File: src/rtl/spi_cmd_pkg.sv
package spi_cmd_pkg;

    localparam int FRAME_W = 32;
    localparam int DATA_W  = 16;

    localparam logic [7:0] OP_WRITE = 8'h02;
    localparam logic [7:0] OP_READ  = 8'h01;
    localparam logic [3:0] MODE_TAG = 4'h8;

    typedef struct packed {
        logic [7:0]        op;
        logic [7:0]        addr;
        logic [DATA_W-1:0] data;
    } frame_t;

    typedef enum logic {
        SH_IDLE,
        SH_SHIFT
    } sh_state_t;

    typedef enum logic [1:0] {
        EX_IDLE,
        EX_ARMED,
        EX_EXEC
    } ex_state_t;

endpackage

File: src/rtl/spi_cmd_sync.sv
module spi_cmd_sync #(
    parameter int                 WIDTH   = 4,
    parameter int                 EDGE_W  = 3,
    parameter logic [WIDTH-1:0]   RST_VAL = '0
) (
    input  logic              clk,
    input  logic              rst_n,
    input  logic [WIDTH-1:0]  async_in,
    output logic [WIDTH-1:0]  level,
    output logic [EDGE_W-1:0] prev
);

    logic [WIDTH-1:0] meta_q;

    for (genvar b = 0; b < WIDTH; b++) begin : g_bit
        always_ff @(posedge clk or negedge rst_n) begin
            if (!rst_n) begin
                meta_q[b] <= RST_VAL[b];
                level[b]  <= RST_VAL[b];
            end else begin
                meta_q[b] <= async_in[b];
                level[b]  <= meta_q[b];
            end
        end

        if (b < EDGE_W) begin : g_edge
            always_ff @(posedge clk or negedge rst_n) begin
                if (!rst_n) prev[b] <= RST_VAL[b];
                else        prev[b] <= level[b];
            end
        end
    end

endmodule

File: src/rtl/spi_cmd_shifter.sv
module spi_cmd_shifter
    import spi_cmd_pkg::*;
#(
    parameter int FRAME_BITS = FRAME_W,
    parameter int RD_W       = DATA_W
) (
    input  logic                  clk,
    input  logic                  rst_n,
    input  logic                  sclk_rise,
    input  logic                  sclk_fall,
    input  logic                  sel_fall,
    input  logic                  sel_rise,
    input  logic                  mosi_bit,
    input  logic [RD_W-1:0]       rd_word,
    output logic                  miso,
    output logic                  frame_ok,
    output logic [FRAME_BITS-1:0] frame_word
);

    localparam int CNT_MAX = FRAME_BITS + 1;
    localparam int CNT_W   = $clog2(CNT_MAX + 1);

    sh_state_t             state, state_nx;
    logic [CNT_W-1:0]      bit_cnt;
    logic [FRAME_BITS-1:0] rx_q;
    logic [FRAME_BITS-1:0] tx_q;

    // State register
    always_ff @(posedge clk or negedge rst_n) begin
        if (!rst_n) state <= SH_IDLE;
        else        state <= state_nx;
    end

    always_comb begin
        state_nx = state;
        unique case (state)
            SH_IDLE:  if (sel_fall) state_nx = SH_SHIFT;
            SH_SHIFT: if (sel_rise) state_nx = SH_IDLE;
            default:  state_nx = SH_IDLE;
        endcase
    end

    // Datapath: receive, transmit, bit counting
    always_ff @(posedge clk or negedge rst_n) begin
        if (!rst_n) begin
            bit_cnt <= '0;
            rx_q    <= '0;
            tx_q    <= '0;
        end else begin
            unique case (state)
                SH_IDLE: begin
                    if (sel_fall) begin
                        bit_cnt <= '0;
                        rx_q    <= '0;
                        tx_q    <= {{(FRAME_BITS-RD_W){1'b0}}, rd_word};
                    end
                end
                SH_SHIFT: begin
                    if (sclk_rise) begin
                        rx_q <= {rx_q[FRAME_BITS-2:0], mosi_bit};
                        if (bit_cnt != CNT_W'(CNT_MAX))
                            bit_cnt <= bit_cnt + 1'b1;
                    end
                    if (sclk_fall)
                        tx_q <= {tx_q[FRAME_BITS-2:0], 1'b0};
                end
                default: ;
            endcase
        end
    end

    // Outputs
    always_comb begin
        miso       = (state == SH_SHIFT) ? tx_q[FRAME_BITS-1] : 1'b0;
        frame_ok   = (state == SH_SHIFT) && sel_rise &&
                     (bit_cnt == CNT_W'(FRAME_BITS));
        frame_word = rx_q;
    end


    cnt_hold_chk: assert property (@(posedge clk) disable iff (!rst_n)
        (state == SH_SHIFT && !sclk_rise && !sel_rise) |=> $stable(bit_cnt));


    miso_hold_chk: assert property (@(posedge clk) disable iff (!rst_n)
        (state == SH_SHIFT && !sclk_fall && !sel_rise) |=> $stable(miso));

endmodule

File: src/rtl/spi_cmd_exec.sv
module spi_cmd_exec
    import spi_cmd_pkg::*;
#(
    parameter int DOT_W    = 10,
    parameter int NCMP     = 4,
    parameter int CMP_BASE = 2
) (
    input  logic                   clk,
    input  logic                   rst_n,
    input  logic                   frame_ok,
    input  logic [FRAME_W-1:0]     frame_word,
    input  logic                   latch_fall,
    input  logic                   sel_high,
    output logic [DOT_W-1:0]       dot_pattern,
    output logic [NCMP*2*DATA_W-1:0] cmp_flat,
    output logic                   drv_past,
    output logic                   drv_invert,
    output logic [DATA_W-1:0]      rd_word
);

    localparam int CMP_W = 2 * DATA_W;

    ex_state_t state, state_nx;
    frame_t    held_q;
    logic      strobe;
    logic      is_write, is_read, is_mode;
    logic [DATA_W-1:0]             rd_val;
    logic [NCMP-1:0][DATA_W-1:0]   rd_part;

    assign strobe = latch_fall && sel_high;

    // State register
    always_ff @(posedge clk or negedge rst_n) begin
        if (!rst_n) state <= EX_IDLE;
        else        state <= state_nx;
    end

    always_comb begin
        state_nx = state;
        unique case (state)
            EX_IDLE:  if (frame_ok) state_nx = strobe ? EX_EXEC : EX_ARMED;
            EX_ARMED: if (strobe)   state_nx = EX_EXEC;
            EX_EXEC:  state_nx = frame_ok ? EX_ARMED : EX_IDLE;
            default:  state_nx = EX_IDLE;
        endcase
    end

    // Held frame: the newest complete frame always wins
    always_ff @(posedge clk or negedge rst_n) begin
        if (!rst_n)        held_q <= '0;
        else if (frame_ok) held_q <= frame_t'(frame_word);
    end

    // Decode of the held frame, used only in EX_EXEC
    always_comb begin
        is_write = (state == EX_EXEC) && (held_q.op == OP_WRITE);
        is_read  = (state == EX_EXEC) && (held_q.op == OP_READ);
        is_mode  = (state == EX_EXEC) && (held_q.op[7:6] == 2'b00) &&
                   (held_q.op[3:0] == MODE_TAG);
    end

    // Dot pattern register
    always_ff @(posedge clk or negedge rst_n) begin
        if (!rst_n)
            dot_pattern <= '0;
        else if (is_write && held_q.addr == 8'h00)
            dot_pattern <= held_q.data[DOT_W-1:0];
    end

    // Compare registers, one low and one high half each
    for (genvar k = 0; k < NCMP; k++) begin : g_cmp
        localparam logic [7:0] LO_A = 8'(CMP_BASE + 2 * k);
        localparam logic [7:0] HI_A = 8'(CMP_BASE + 2 * k + 1);
        logic [CMP_W-1:0] q;

        always_ff @(posedge clk or negedge rst_n) begin
            if (!rst_n) begin
                q <= '0;
            end else if (is_write) begin
                if (held_q.addr == LO_A) q[DATA_W-1:0]     <= held_q.data;
                if (held_q.addr == HI_A) q[CMP_W-1:DATA_W] <= held_q.data;
            end
        end

        assign cmp_flat[k*CMP_W +: CMP_W] = q;
        assign rd_part[k] = (held_q.addr == LO_A) ? q[DATA_W-1:0] :
                            (held_q.addr == HI_A) ? q[CMP_W-1:DATA_W] :
                            '0;
    end

    // Read value mux, zero for unmapped addresses
    always_comb begin
        rd_val = (held_q.addr == 8'h00) ?
                 {{(DATA_W-DOT_W){1'b0}}, dot_pattern} : '0;
        for (int k = 0; k < NCMP; k++)
            rd_val = rd_val | rd_part[k];
    end

    // Read buffer and mode flags
    always_ff @(posedge clk or negedge rst_n) begin
        if (!rst_n) begin
            rd_word    <= '0;
            drv_past   <= 1'b0;
            drv_invert <= 1'b0;
        end else begin
            if (is_read) rd_word <= rd_val;
            if (is_mode) begin
                drv_past   <= held_q.op[5];
                drv_invert <= held_q.op[4];
            end
        end
    end


    regs_hold_chk: assert property (@(posedge clk) disable iff (!rst_n)
        (state != EX_EXEC) |=> ($stable(dot_pattern) && $stable(cmp_flat) &&
                                $stable(drv_past) && $stable(drv_invert)));


    rdbuf_hold_chk: assert property (@(posedge clk) disable iff (!rst_n)
        (state != EX_EXEC) |=> $stable(rd_word));


    exec_once_chk: assert property (@(posedge clk) disable iff (!rst_n)
        (state == EX_EXEC) |=> (state != EX_EXEC));

endmodule

File: src/rtl/spi_cmd_regs.sv
module spi_cmd_regs
    import spi_cmd_pkg::*;
#(
    parameter int DOT_W    = 10,
    parameter int NCMP     = 4,
    parameter int CMP_BASE = 2
) (
    input  logic                      clk,
    input  logic                      rst_n,
    input  logic                      spi_sclk,
    input  logic                      spi_sel_n,
    input  logic                      spi_mosi,
    output logic                      spi_miso,
    input  logic                      latch_n,
    output logic [DOT_W-1:0]          dot_pattern,
    output logic [NCMP*2*DATA_W-1:0]  cmp_flat,
    output logic                      drv_past,
    output logic                      drv_invert
);

    // bit 0 sclk, bit 1 select, bit 2 latch, bit 3 mosi
    localparam int SYNC_W = 4;
    localparam int EDGE_W = 3;

    logic [SYNC_W-1:0] lvl;
    logic [EDGE_W-1:0] prv;
    logic sclk_rise, sclk_fall, sel_rise, sel_fall, latch_fall;
    logic frame_ok;
    logic [FRAME_W-1:0] frame_word;
    logic [DATA_W-1:0]  rd_word;

    spi_cmd_sync #(
        .WIDTH   (SYNC_W),
        .EDGE_W  (EDGE_W),
        .RST_VAL (4'b0110)
    ) u_sync (
        .clk      (clk),
        .rst_n    (rst_n),
        .async_in ({spi_mosi, latch_n, spi_sel_n, spi_sclk}),
        .level    (lvl),
        .prev     (prv)
    );

    assign sclk_rise  =  lvl[0] & ~prv[0];
    assign sclk_fall  = ~lvl[0] &  prv[0];
    assign sel_rise   =  lvl[1] & ~prv[1];
    assign sel_fall   = ~lvl[1] &  prv[1];
    assign latch_fall = ~lvl[2] &  prv[2];

    spi_cmd_shifter #(
        .FRAME_BITS (FRAME_W),
        .RD_W       (DATA_W)
    ) u_shift (
        .clk        (clk),
        .rst_n      (rst_n),
        .sclk_rise  (sclk_rise),
        .sclk_fall  (sclk_fall),
        .sel_fall   (sel_fall),
        .sel_rise   (sel_rise),
        .mosi_bit   (lvl[3]),
        .rd_word    (rd_word),
        .miso       (spi_miso),
        .frame_ok   (frame_ok),
        .frame_word (frame_word)
    );

    spi_cmd_exec #(
        .DOT_W    (DOT_W),
        .NCMP     (NCMP),
        .CMP_BASE (CMP_BASE)
    ) u_exec (
        .clk         (clk),
        .rst_n       (rst_n),
        .frame_ok    (frame_ok),
        .frame_word  (frame_word),
        .latch_fall  (latch_fall),
        .sel_high    (lvl[1]),
        .dot_pattern (dot_pattern),
        .cmp_flat    (cmp_flat),
        .drv_past    (drv_past),
        .drv_invert  (drv_invert),
        .rd_word     (rd_word)
    );

endmodule

File: config.mk
export PLATFORM = sky130hd
export DESIGN_NAME = spi_cmd_regs
export DESIGN_NICKNAME = d
export VERILOG_FILES = /design/src/rtl/spi_cmd_pkg.sv /design/src/rtl/spi_cmd_sync.sv /design/src/rtl/spi_cmd_shifter.sv /design/src/rtl/spi_cmd_exec.sv /design/src/rtl/spi_cmd_regs.sv
export SDC_FILE = /design/constraint.sdc
export NUM_CORES = 1
export LEC_CHECK = 0
export BUFFER_PORTS_ARGS = -buffer_cell sky130_fd_sc_hd__buf_2
export CELL_PAD_IN_SITES_DETAIL_PLACEMENT = 0
export CELL_PAD_IN_SITES_GLOBAL_PLACEMENT = 1
export CORE_MARGIN = 3
export CORE_UTILIZATION = 47
export CTS_CLUSTER_DIAMETER = 40
export DETAILED_ROUTE_END_ITERATION = 8
export GPL_TIMING_DRIVEN = 0
export PLACE_DENSITY = 0.89
export SYNTH_ARGS = -nofsm -noshare
export SYNTH_HDL_FRONTEND = slang
export SYNTH_SLANG_ARGS = --single-unit
File: constraint.sdc
create_clock -name clk -period 2.26 [get_ports clk]
set_input_delay 0.113 -clock clk [delete_from_list [all_inputs] [get_ports clk]]
set_output_delay 0.113 -clock clk [all_outputs]
set_load 0.1 [all_outputs]
-- Yosys cells after proc, flatten, opt, wreduce, memory -nomap -nowiden
Index checks and enable logic that the tools add are counted.
Widths: inputs -> output; s select.
- output and inout port bits: 141
- latch bits: 0
- RAM bits: 0
- input port bits: 6
- memories kept: 0
- ROM bits: 0
- register bits: 272
- bitwise gates (word level): 15
- reduce and logical (&&, ||, !) cells: 23
- multipliers: 0
- mux-type cells: 28
- shifts and indexed selects: 0
- equal/unequal tests: 21
- $add $sub $neg: 1
- div/mod/pow operators: 0
- magnitude comparators: 0
- operators by type and width (kind ; number):
    $mux 16 ; 8
    $mux 32 ; 4
    $pmux 32 s2 ; 2
    $or 16x16->16 ; 4
    $eq 8x3->1 const B ; 4
    $eq 8x2->1 const B ; 3
    $reduce_and 2->1 ; 11
    $mux 6 ; 3
    $eq 8x4->1 const B ; 2
    $pmux 6 s2 ; 1
    $mux 10 ; 1
    $eq 8x1->1 const B ; 1
    $logic_and 1x1->1 ; 8
    $logic_not 8->1 ; 1
    $ne 2x2->1 const B ; 4
    $add 6x1->6 const B ; 1
    $eq 6x6->1 const B ; 1
    $mux 2 ; 3
    $ne 6x6->1 const B ; 1
    $not 1->1 ; 6
    $pmux 2 s3 ; 1
    $and 1x1->1 ; 5
    $eq 4x4->1 const B ; 1
    $logic_not 2->1 ; 2
    6 further kinds ; 10

-- Logic depth before layout (Yosys ltp)
Gate-level depths: netlist of run 1.
- depth in word-level cells: 7
- gate-level depth with buffers: 8
- gate-level depth less buffers: 6

-- By module
Synthesis of run 1 repeated with hierarchy kept, for this count alone.
- cells, all modules: 858
- area, all modules: 11568.6 um^2
- modules (own cells, without submodules) (module ; area an instance (um^2) ; times used ; cells an instance ; sequential area each (um^2)):
    spi_cmd_exec ; 8415.6 ; 1 ; 622 ; 4754.6
    spi_cmd_shifter ; 2829.0 ; 1 ; 220 ; 1776.7
    spi_cmd_sync ; 282.8 ; 1 ; 11 ; 282.8
    spi_cmd_regs ; 41.3 ; 1 ; 5 ; 0.0

-- Least setup slack after synthesis of run 1
OpenSTA, ideal clock, no wires.
- path kind: reg-to-reg
- from: reg u_exec.state[0]
- to: reg u_exec.g_cmp[0].q[18]
- required time: 2.134 ns
- cell stages (with the launch flop): 6
- clock period less this slack: 2.055 ns
- path slack: 0.205 ns
- library setup time: 0.126 ns
- arrival time: 1.930 ns
- path through: dfrtp_1 -> nor4_4 -> nand4b_4 -> nor3_2 -> buf_6 -> mux2_2
- word-level cells in the longest chain between the ends: 3
- ends and longest elaborated chain (what ; line ; RTL):
    start: declaration ; spi_cmd_exec.sv:23 ; ex_state_t state, state_nx;
    start signal: assignment ; spi_cmd_exec.sv:35 ; else state <= state_nx;
    $eq 2x2->1 ; spi_cmd_exec.sv:56 ; is_write = (state == EX_EXEC) && (held_q.op == OP_WRITE);
    $logic_and 1x1->1 ; spi_cmd_exec.sv:56 ;
    $reduce_and 2->1 (no line) ; n/a ;
    end signal: indexed assignment ; spi_cmd_exec.sv:80 ; if (held_q.addr == LO_A) q[DATA_W-1:0] <= held_q.data;
    end signal: indexed assignment ; spi_cmd_exec.sv:81 ; if (held_q.addr == HI_A) q[CMP_W-1:DATA_W] <= held_q.data;
    end: declaration ; spi_cmd_exec.sv:74 ; logic [CMP_W-1:0] q;
No other way between the ends.
A chain may end at the register's enable or synchronous reset.

-- Final worst setup path of run 1
- from: reg u_exec.held_q[17] (netlist bit)
- to: reg u_exec.g_cmp[0].q[2]
- word-level cells in the longest chain between the ends: 2
- ends and longest elaborated chain (what ; line ; RTL):
    start: declaration ; spi_cmd_exec.sv:24 ; frame_t held_q;
    start signal: assignment ; spi_cmd_exec.sv:51 ; else if (frame_ok) held_q <= frame_t'(frame_word);
    $eq 8x2->1 ; spi_cmd_exec.sv:80 ;
    $reduce_and 2->1 (no line) ; n/a ;
No other way between the ends.

==> results.sh, run 1 <==
export IMPL_die_area_sq_um=26600
export IMPL_fillCellCount=1867
export IMPL_combPwrFrac_pct=2.4
export IMPL_synth_main_ff_cell="dfrtp_1"
export IMPL_stdcell_count=1424
export IMPL_max_freq_ghz=0.446
export IMPL_slew_headroom_pct=54.4
export IMPL_overflow=0
export IMPL_drt_iter0_markers=902
export IMPL_drt_met1_wl_um=13900
export IMPL_row_count=56
export IMPL_worstSetupStartpointType="flop"
export IMPL_cp_required_ns=2.66
export IMPL_finalHoldViolations=0
export IMPL_seq_power_share_pct=45.4
export IMPL_gp_congestion=0.898
export IMPL_ys_seq_area_share_pct=58.8
export IMPL_utilization_pct=60.7
export IMPL_cts_max_path_buffers=3
export IMPL_cts_root_buf="clkbuf_16"
export IMPL_start_util_pct=48.7
export IMPL_drive_gt1_share_pct=44.0
export IMPL_boundaryPins=147
export IMPL_finClkSkew_ns=0.0299
export IMPL_switching_share_pct=21.8
export IMPL_rsz0062_at_grt="yes"
export IMPL_slowest_delay_ns=0.47
export IMPL_htree_levels=2
export IMPL_num_vias=8571
export IMPL_drc=0
export IMPL_synthArstFlopShare_pct=100
export IMPL_leakagePower_nw=7.32
export IMPL_mostFrequentLayoutCells="dfrtp_1 (266), mux2_2 (176), buf_2 (155)"
export IMPL_finalWorstSetupSlack_ns=0.0199
export IMPL_dp_hpwl_um=23000
export IMPL_final_common_cell="dfrtp_1"
export IMPL_drv_slew=0
export IMPL_synth_nets=872
export IMPL_p_int_mw=8.53
export IMPL_num_antenna_cells=0
export IMPL_synth_warnings=0
export IMPL_cts_tree="done"
export IMPL_fin_total_pwr_mw=10.9
export IMPL_drtAntennaViolNets=0
export IMPL_viasPerCell=6.02
export IMPL_core_sq_um=23800
export IMPL_met3RoutedLength_um=3370
export IMPL_dieHeight_um=163
export IMPL_cp_end_kind="flop"
export IMPL_crit_chain="buf_2 > clkinv_1 > nor4_4 > buf_4 > buf_4 > mux2_2"
export IMPL_worst_path_max_delay_cell="clkinv_1"
export IMPL_power_share_clock_pct=52.2
export IMPL_synth_seq_cells=272
export IMPL_clock_latency_ns=0.52
export IMPL_worstPathMaxFanout=9
export IMPL_drtPass1Iterations=5
export IMPL_p_per_area_nw_per_um2=755
export IMPL_antenna_found_initial=0
export IMPL_clk_pin_slew_ns=0.06
export IMPL_syn2layout_area_growth_pct=24.7
export IMPL_wl_met2_um=16100
export IMPL_arrival_ns=2.64
export IMPL_clock_sink_count=272
export IMPL_cts_buffers=36
export IMPL_grt_pass1_vias=8455
export IMPL_syn_cell_area_sq_um=11600
export IMPL_setup_viol=0
export IMPL_status="finished, final reports clean"
export IMPL_numPortBuffers=146
export IMPL_avgSynthCellArea_sq_um=13.4
export IMPL_chipWidth_um=163
export IMPL_pre_cts_slack_ns=-0.716
export IMPL_crit_type="flop to flop"
export IMPL_layout_min_cycle_time_ns=2.24
export IMPL_drt_wl_total_um=34200
export IMPL_syn_inst=863
export IMPL_fin_nets=1092
export IMPL_grt_start_max_net_pins=122
export IMPL_wl_per_cell_um=24.0
export IMPL_top_layer_used="met4"
export IMPL_grt_pass1_wl_um=50900
export IMPL_synth_edf_count=0
export IMPL_timing_hold_ws_ns=0.0410
export IMPL_hold_path_class="input pin to asynchronous set/reset pin"
export IMPL_grt_usage_pct=25.3
export IMPL_synth_cell_type_count=59
export IMPL_power_switching_mw=2.38
export IMPL_finalCritPeriodShare_pct=99.1
export IMPL_ir_worst_vdd_mv=0.537
export IMPL_post_place_cells=1330
export IMPL_worst_pin_slew_ns=0.681
export IMPL_path_common_cell="buf_4"
export IMPL_maxCapViolCount=0
-- cells by family (layout without fill, tap and decap cells) --
| group | count (synthesis) | in the layout | share of synthesized area (%) |
|---|---|---|---|
| compound gates | 157 | 157 | 10.1 |
| fa+ha+maj | 3 | 3 | 0.324 |
| flops | 272 | 272 | 58.8 |
| xor+xnor | 4 | 4 | 0.302 |
| mux | 215 | 215 | 20.7 |
| simple gates | 141 | 141 | 6.97 |
| buf+inv | 71 | 313 | 2.88 |
-- cells in the mapped netlist, types with 4 or more instances --
| cell type | n | share of area, % |
|---|---|---|
| nor2_1 | 34 | 1.1 |
| buf_2 | 21 | 0.91 |
| a221oi_1 | 4 | 0.30 |
| o32a_1 | 5 | 0.43 |
| buf_6 | 5 | 0.49 |
| a32oi_1 | 7 | 0.53 |
| mux2_2 | 176 | 17 |
| nor2b_1 | 6 | 0.32 |
| nand3_1 | 18 | 0.78 |
| dfrtp_1 | 266 | 57 |
| nor3_1 | 7 | 0.30 |
| a31oi_1 | 7 | 0.38 |
| buf_1 | 9 | 0.29 |
| a21oi_1 | 12 | 0.52 |
| nor3_2 | 4 | 0.35 |
| o21ai_0 | 32 | 1.4 |
| a22oi_1 | 12 | 0.78 |
| o32ai_1 | 5 | 0.38 |
| inv_1 | 5 | 0.16 |
| dfstp_2 | 6 | 1.4 |
| clkbuf_1 | 29 | 0.94 |
| xor2_1 | 4 | 0.30 |
| mux2i_1 | 37 | 3.2 |
| a22o_1 | 52 | 3.9 |
| nand2_1 | 37 | 1.2 |
| nand4_1 | 6 | 0.32 |
-- power groups by stage --
stage	sequential, mW	clock [mW]	combinational, mW
6_report	4.95	5.70	0.265
5_1_grt	4.95	5.97	0.303
4_1_cts	4.95	5.77	0.270
3_5_place_dp	5.03	0	0.264
3_3_place_gp	5.03	0	0.245
2_1_floorplan	5.03	0	0.116
-- area by class of cell --
| type | count | area (sq um) | area share (%) |
|---|---|---|---|
| repair buffers | 185 | 1100 | 7.62 |
| multi-input cells | 520 | 4560 | 31.6 |
| flip-flops and latches | 272 | 6810 | 47.1 |
| well taps | 319 | 399 | 2.76 |
| plain buffers | 62 | 370 | 2.56 |
| clock inverters | 15 | 214 | 1.48 |
| inverters | 6 | 22.5 | 0.156 |
| clock buffers | 45 | 976 | 6.75 |
-- critical path: cells and delay by family (launching register included) --
family | cells | cell delay (ns)
and+or+nand+nor | 1 | 0.37
buffers and inverters | 4 | 1.08
DFF | 1 | 0.32
muxes | 1 | 0.35
-- routing by layer --
layer	track usage, %	vias up
li1	-	3645
met1	34.6	4396
met3	7.05	79
met5	0	-
met2	39.4	451
met4	8.15	0
-- registers in the layout, summed over array words and instances, names as in the netlist, 2 cells and up --
register            cells
u_sync.meta_q           4
u_sync.prev             3
u_sync.level            4
u_exec.held_q          32
u_shift.bit_cnt         6
u_exec.state            2
u_shift.tx_q           32
u_shift.frame_word     32
u_exec.g_cmp.q        128
u_exec.rd_word         16
u_exec.dot_pattern     10
-- timing repair --
action                                  in CTS  in global routing
setup buffers                               11                 20
endpoints found under the hold margin      154                  0
endpoints found under the setup margin     162                160
gates cloned                                 0                  1
hold buffers                                 5                  0
resized for setup                           31                 34
pin swaps                                    6                 13
-- stage by stage --
step | setup TNS (ns) | cell area [sq um]
after global placement | -1049.39 | 12700
after detailed placement | -42.25 | 12800
final | 0 | 14500
after floorplan | 0 | 11600
after CTS | -1.17 | 14200
after global routing | -0.569 | 14500
-- worst paths after layout --
path,from,end,slack [ns],depth (start not counted)
hold / removal,rst_n,u_exec.drv_invert$_DFFE_PN0P_,0.04,2
max in group asynchronous,rst_n,u_exec.g_cmp[1].q[22]$_DFFE_PN0P_,0.79,4
setup / recovery,u_exec.held_q[17]$_DFFE_PN0P_,u_exec.g_cmp[0].q[2]$_DFFE_PN0P_,0.02,6
hold reg to reg,u_sync.meta_q[3]$_DFF_PN0_,u_sync.level[3]$_DFF_PN0_,0.35,0
setup reg to reg,u_exec.held_q[17]$_DFFE_PN0P_,u_exec.g_cmp[0].q[2]$_DFFE_PN0P_,0.02,6
min in group clk,spi_mosi,u_sync.meta_q[3]$_DFF_PN0_,0.23,2
No activity file was read; power rests on OpenSTA's default activity.
==> inputs of run 2 (changes only) <==
ABC_AREA = 1   (was unset)
CTS_CLUSTER_DIAMETER = 100   (was 40)
PLACE_DENSITY = 0.95   (was 0.89)
clock period = 2.88 ns   (was 2.26 ns; I/O delays follow)
==> run 2 against run 1 <==
Compared with the run above:
- combinational power increased by 53%
- sequential cell count unchanged
- sequential power is 20% lower
- critical endpoint is now u_exec.g_cmp[2].q[12]$_DFFE_PN0P_
- largest cell class unchanged
==> results.sh, run 2 <==
export IMPL_status="finished, final reports clean"
export IMPL_timing_hold_ws_ns=0.159
export IMPL_synthAdderAreaFrac_pct=0.330
export IMPL_synthMuxAreaShare_pct=0
export IMPL_critPathLaunch="u_exec.held_q[27]$_DFFE_PN0P_"
export IMPL_crit_chain="nor2_1 > nand3b_1 > nor3_4 > nand2_1 > clkbuf_1 > nand2_1 > o21ai_0"
export IMPL_grt_pass1_vias=9384
export IMPL_dieHeight_um=162
export IMPL_mostFrequentLayoutCells="nand2_1 (383), dfrtp_1 (266), o21ai_0 (194)"
export IMPL_clock_latency_ns=0.54
export IMPL_post_synth_top_count_cell="nand2_1"
export IMPL_cts_max_path_buffers=3
export IMPL_clk_pin_slew_ns=0.07
export IMPL_boundaryPins=147
export IMPL_grt_start_max_net_pins=108
export IMPL_r2r_start="u_exec.held_q[27]$_DFFE_PN0P_"
export IMPL_htree_levels=1
export IMPL_dp_hpwl_um=24700
export IMPL_num_antenna_cells=0
export IMPL_netlist_top_cells_area="dfrtp_1 (59%), nand2_1 (13%), o21ai_0 (8.5%)"
export IMPL_layout_min_cycle_time_ns=2.29
export IMPL_antenna_found_initial=0
export IMPL_finClkSkew_ns=0.0204
export IMPL_cp_required_ns=3.26
export IMPL_avgSynthCellArea_sq_um=8.72
export IMPL_syn2layout_area_growth_pct=19.7
export IMPL_grt_usage_pct=26.4
export IMPL_numPortBuffers=146
export IMPL_leakagePower_nw=6.63
export IMPL_worst_pin_slew_ns=0.736
export IMPL_largest_register_ffs=128
export IMPL_yosys_area_share_simple_pct=20.1
export IMPL_synth_commonest_cells="nand2_1 (383), dfrtp_1 (266), o21ai_0 (194)"
export IMPL_row_count=56
export IMPL_wl_per_cell_um=19.0
export IMPL_worstPathMaxFanout=10
export IMPL_chipWidth_um=162
export IMPL_slew_headroom_pct=50.9
export IMPL_maxCapViolCount=0
export IMPL_cts_root_buf="clkbuf_16"
export IMPL_fin_nets=1494
export IMPL_num_vias=9913
export IMPL_core_sq_um=23600
export IMPL_drc=0
export IMPL_synth_top_family_by_area="simple AND/OR/NAND/NOR gates"
export IMPL_largest_register="u_exec.g_cmp.q"
export IMPL_syn_inst=1303
export IMPL_start_util_pct=48.1
export IMPL_finalCritPeriodShare_pct=79.6
export IMPL_die_area_sq_um=26100
export IMPL_max_freq_ghz=0.436
export IMPL_gp_congestion=0.949
export IMPL_slowest_delay_ns=0.53
export IMPL_cts_buffers=27
export IMPL_syn_cell_area_sq_um=11400
export IMPL_worst_path_max_delay_cell="nor3_4"
export IMPL_overflow=0
export IMPL_ys_seq_area_share_pct=60.0
export IMPL_ir_worst_vdd_mv=0.647
export IMPL_drt_iter0_markers=1024
export IMPL_worstSetupStartpointType="flop"
export IMPL_rsz0062_at_grt="no"
export IMPL_final_common_cell="nand2_1"
export IMPL_stdcell_count=1824
export IMPL_finalHoldViolations=0
export IMPL_synth_seq_cells=272
export IMPL_drt_wl_total_um=34700
export IMPL_drtAntennaViolNets=0
export IMPL_synth_warnings=0
export IMPL_synthArstFlopShare_pct=100
export IMPL_grt_pass1_wl_um=53800
export IMPL_path_common_cell="nand2_1"
export IMPL_clock_sink_count=272
export IMPL_synthXorXnorAreaFrac_pct=0.154
export IMPL_synth_edf_count=0
export IMPL_hold_path_class="input pin to asynchronous set/reset pin"
export IMPL_synth_main_ff_cell="dfrtp_1"
export IMPL_drive_gt1_share_pct=15.3
export IMPL_crit_type="flop to flop"
export IMPL_drtPass1Iterations=5
export IMPL_synth_cell_type_count=29
export IMPL_viasPerCell=5.43
export IMPL_synth_compound_area_share_pct=12.8
export IMPL_setup_viol=0
export IMPL_post_place_cells=1770
export IMPL_drv_slew=0
export IMPL_synth_largest_area_cell="dfrtp_1"
export IMPL_cts_tree="done"
export IMPL_arrival_ns=2.67
export IMPL_synth_nets=1312
export IMPL_netlist_area_leader_share_pct=58.6
export IMPL_p_per_area_nw_per_um2=609
export IMPL_cp_end_kind="flop"
run 2: cell types whose count changed after synthesis, moves of 12 or more:
| cell | before | now |
|---|---|---|
| o21ai_0 | 32 | 194 |
| a22o_1 | 52 | 0 |
| clkbuf_1 | 29 | 43 |
| mux2_2 | 176 | 0 |
| inv_1 | 5 | 132 |
| mux2i_1 | 37 | 0 |
| nand2_1 | 37 | 383 |
| o211ai_1 | 3 | 15 |
| nand3_1 | 18 | 51 |
| a22oi_1 | 12 | 0 |
| o22ai_1 | 2 | 46 |
| nor2_1 | 34 | 99 |
run 2: cells by family after synthesis:
| logic type | Yosys count |
|---|---|
| and+or+nand+nor | 561 |
| DFF | 272 |
| adders and majority gates | 3 |
| AOI/OAI and AO/OA | 271 |
| buffers and inverters | 194 |
| xor gates and xnor gates | 2 |
run 2: final cells by class:
type                       instances  area [sq um]
buffer                            62           259
clock buffer                      38           807
clock inverter                    11           188
fill                            2126         10000
inverter                         132           495
multi-input combinational        837          3800
sequential                       272          6810
tap                              319           399
timing repair buffer             153           846
run 2: report_power, final:
part | total [mW] | switching, mW | internal [mW]
registers | 3.98 | 0.0431 | 3.94
logic | 0.406 | 0.291 | 0.115
clock network | 3.89 | 1.50 | 2.39
total | 8.28 | 1.83 | 6.45
run 2: worst max-delay path: cells and delay by family (launching register included):
kind | cells | cell delay (ns)
AO/OA/AOI/OAI | 1 | 0.10
buffers and inverters | 1 | 0.40
flip-flops | 1 | 0.40
AND/OR/NAND/NOR | 5 | 1.24
run 2: per-stage QoR:
step | setup WS, ns | cell area, sq um | TNS [ns] | utilization, % | power (mW)
5_1_grt | 0.430 | 13600 | 0 | 57.6 | 8.55
6_report | 0.588 | 13600 | 0 | 57.6 | 8.28
3_3_place_gp | -3.18 | 12500 | -849.38 | 52.9 | 4.43
4_1_cts | 0.609 | 13600 | 0 | 57.6 | 8.32
2_1_floorplan | 1.29 | 11400 | 0 | - | 4.29
3_5_place_dp | 0.697 | 12600 | 0 | 53.2 | 4.45
run 2: final timing paths:
check | slack [ns] | endpoint | cells past startpoint
setup / recovery | 0.59 | u_exec.g_cmp[2].q[12]$_DFFE_PN0P_ | 7
hold / removal | 0.16 | u_exec.drv_past$_DFFE_PN0P_ | 2
setup reg to reg | 0.59 | u_exec.g_cmp[2].q[12]$_DFFE_PN0P_ | 7
hold reg to reg | 0.35 | u_sync.level[3]$_DFF_PN0_ | 0
max in group asynchronous | 1.83 | u_exec.g_cmp[1].q[11]$_DFFE_PN0P_ | 3
min in group clk | 0.28 | u_sync.meta_q[0]$_DFF_PN0_ | 2
run 2: what timing repair did:
item | in CTS | in global routing
hold buffers | 5 | 0
setup endpoints to repair | 0 | 0
gates resized for setup | 0 | 0
buffers inserted | 0 | 0
endpoints found under the hold margin | 70 | 0
run 2: metal layers:
| layer | part of all wire [%] | global-route usage [%] | wire, um | vias to the layer above |
|---|---|---|---|---|
| met5 | 0 | 0 | 0 | - |
| met4 | 2.4 | 7.27 | 821 | 0 |
| met3 | 8.1 | 3.74 | 2820 | 61 |
| met2 | 46 | 40.8 | 16100 | 453 |
| met1 | 43 | 39.5 | 15000 | 4850 |
| li1 | - | - | - | 4549 |
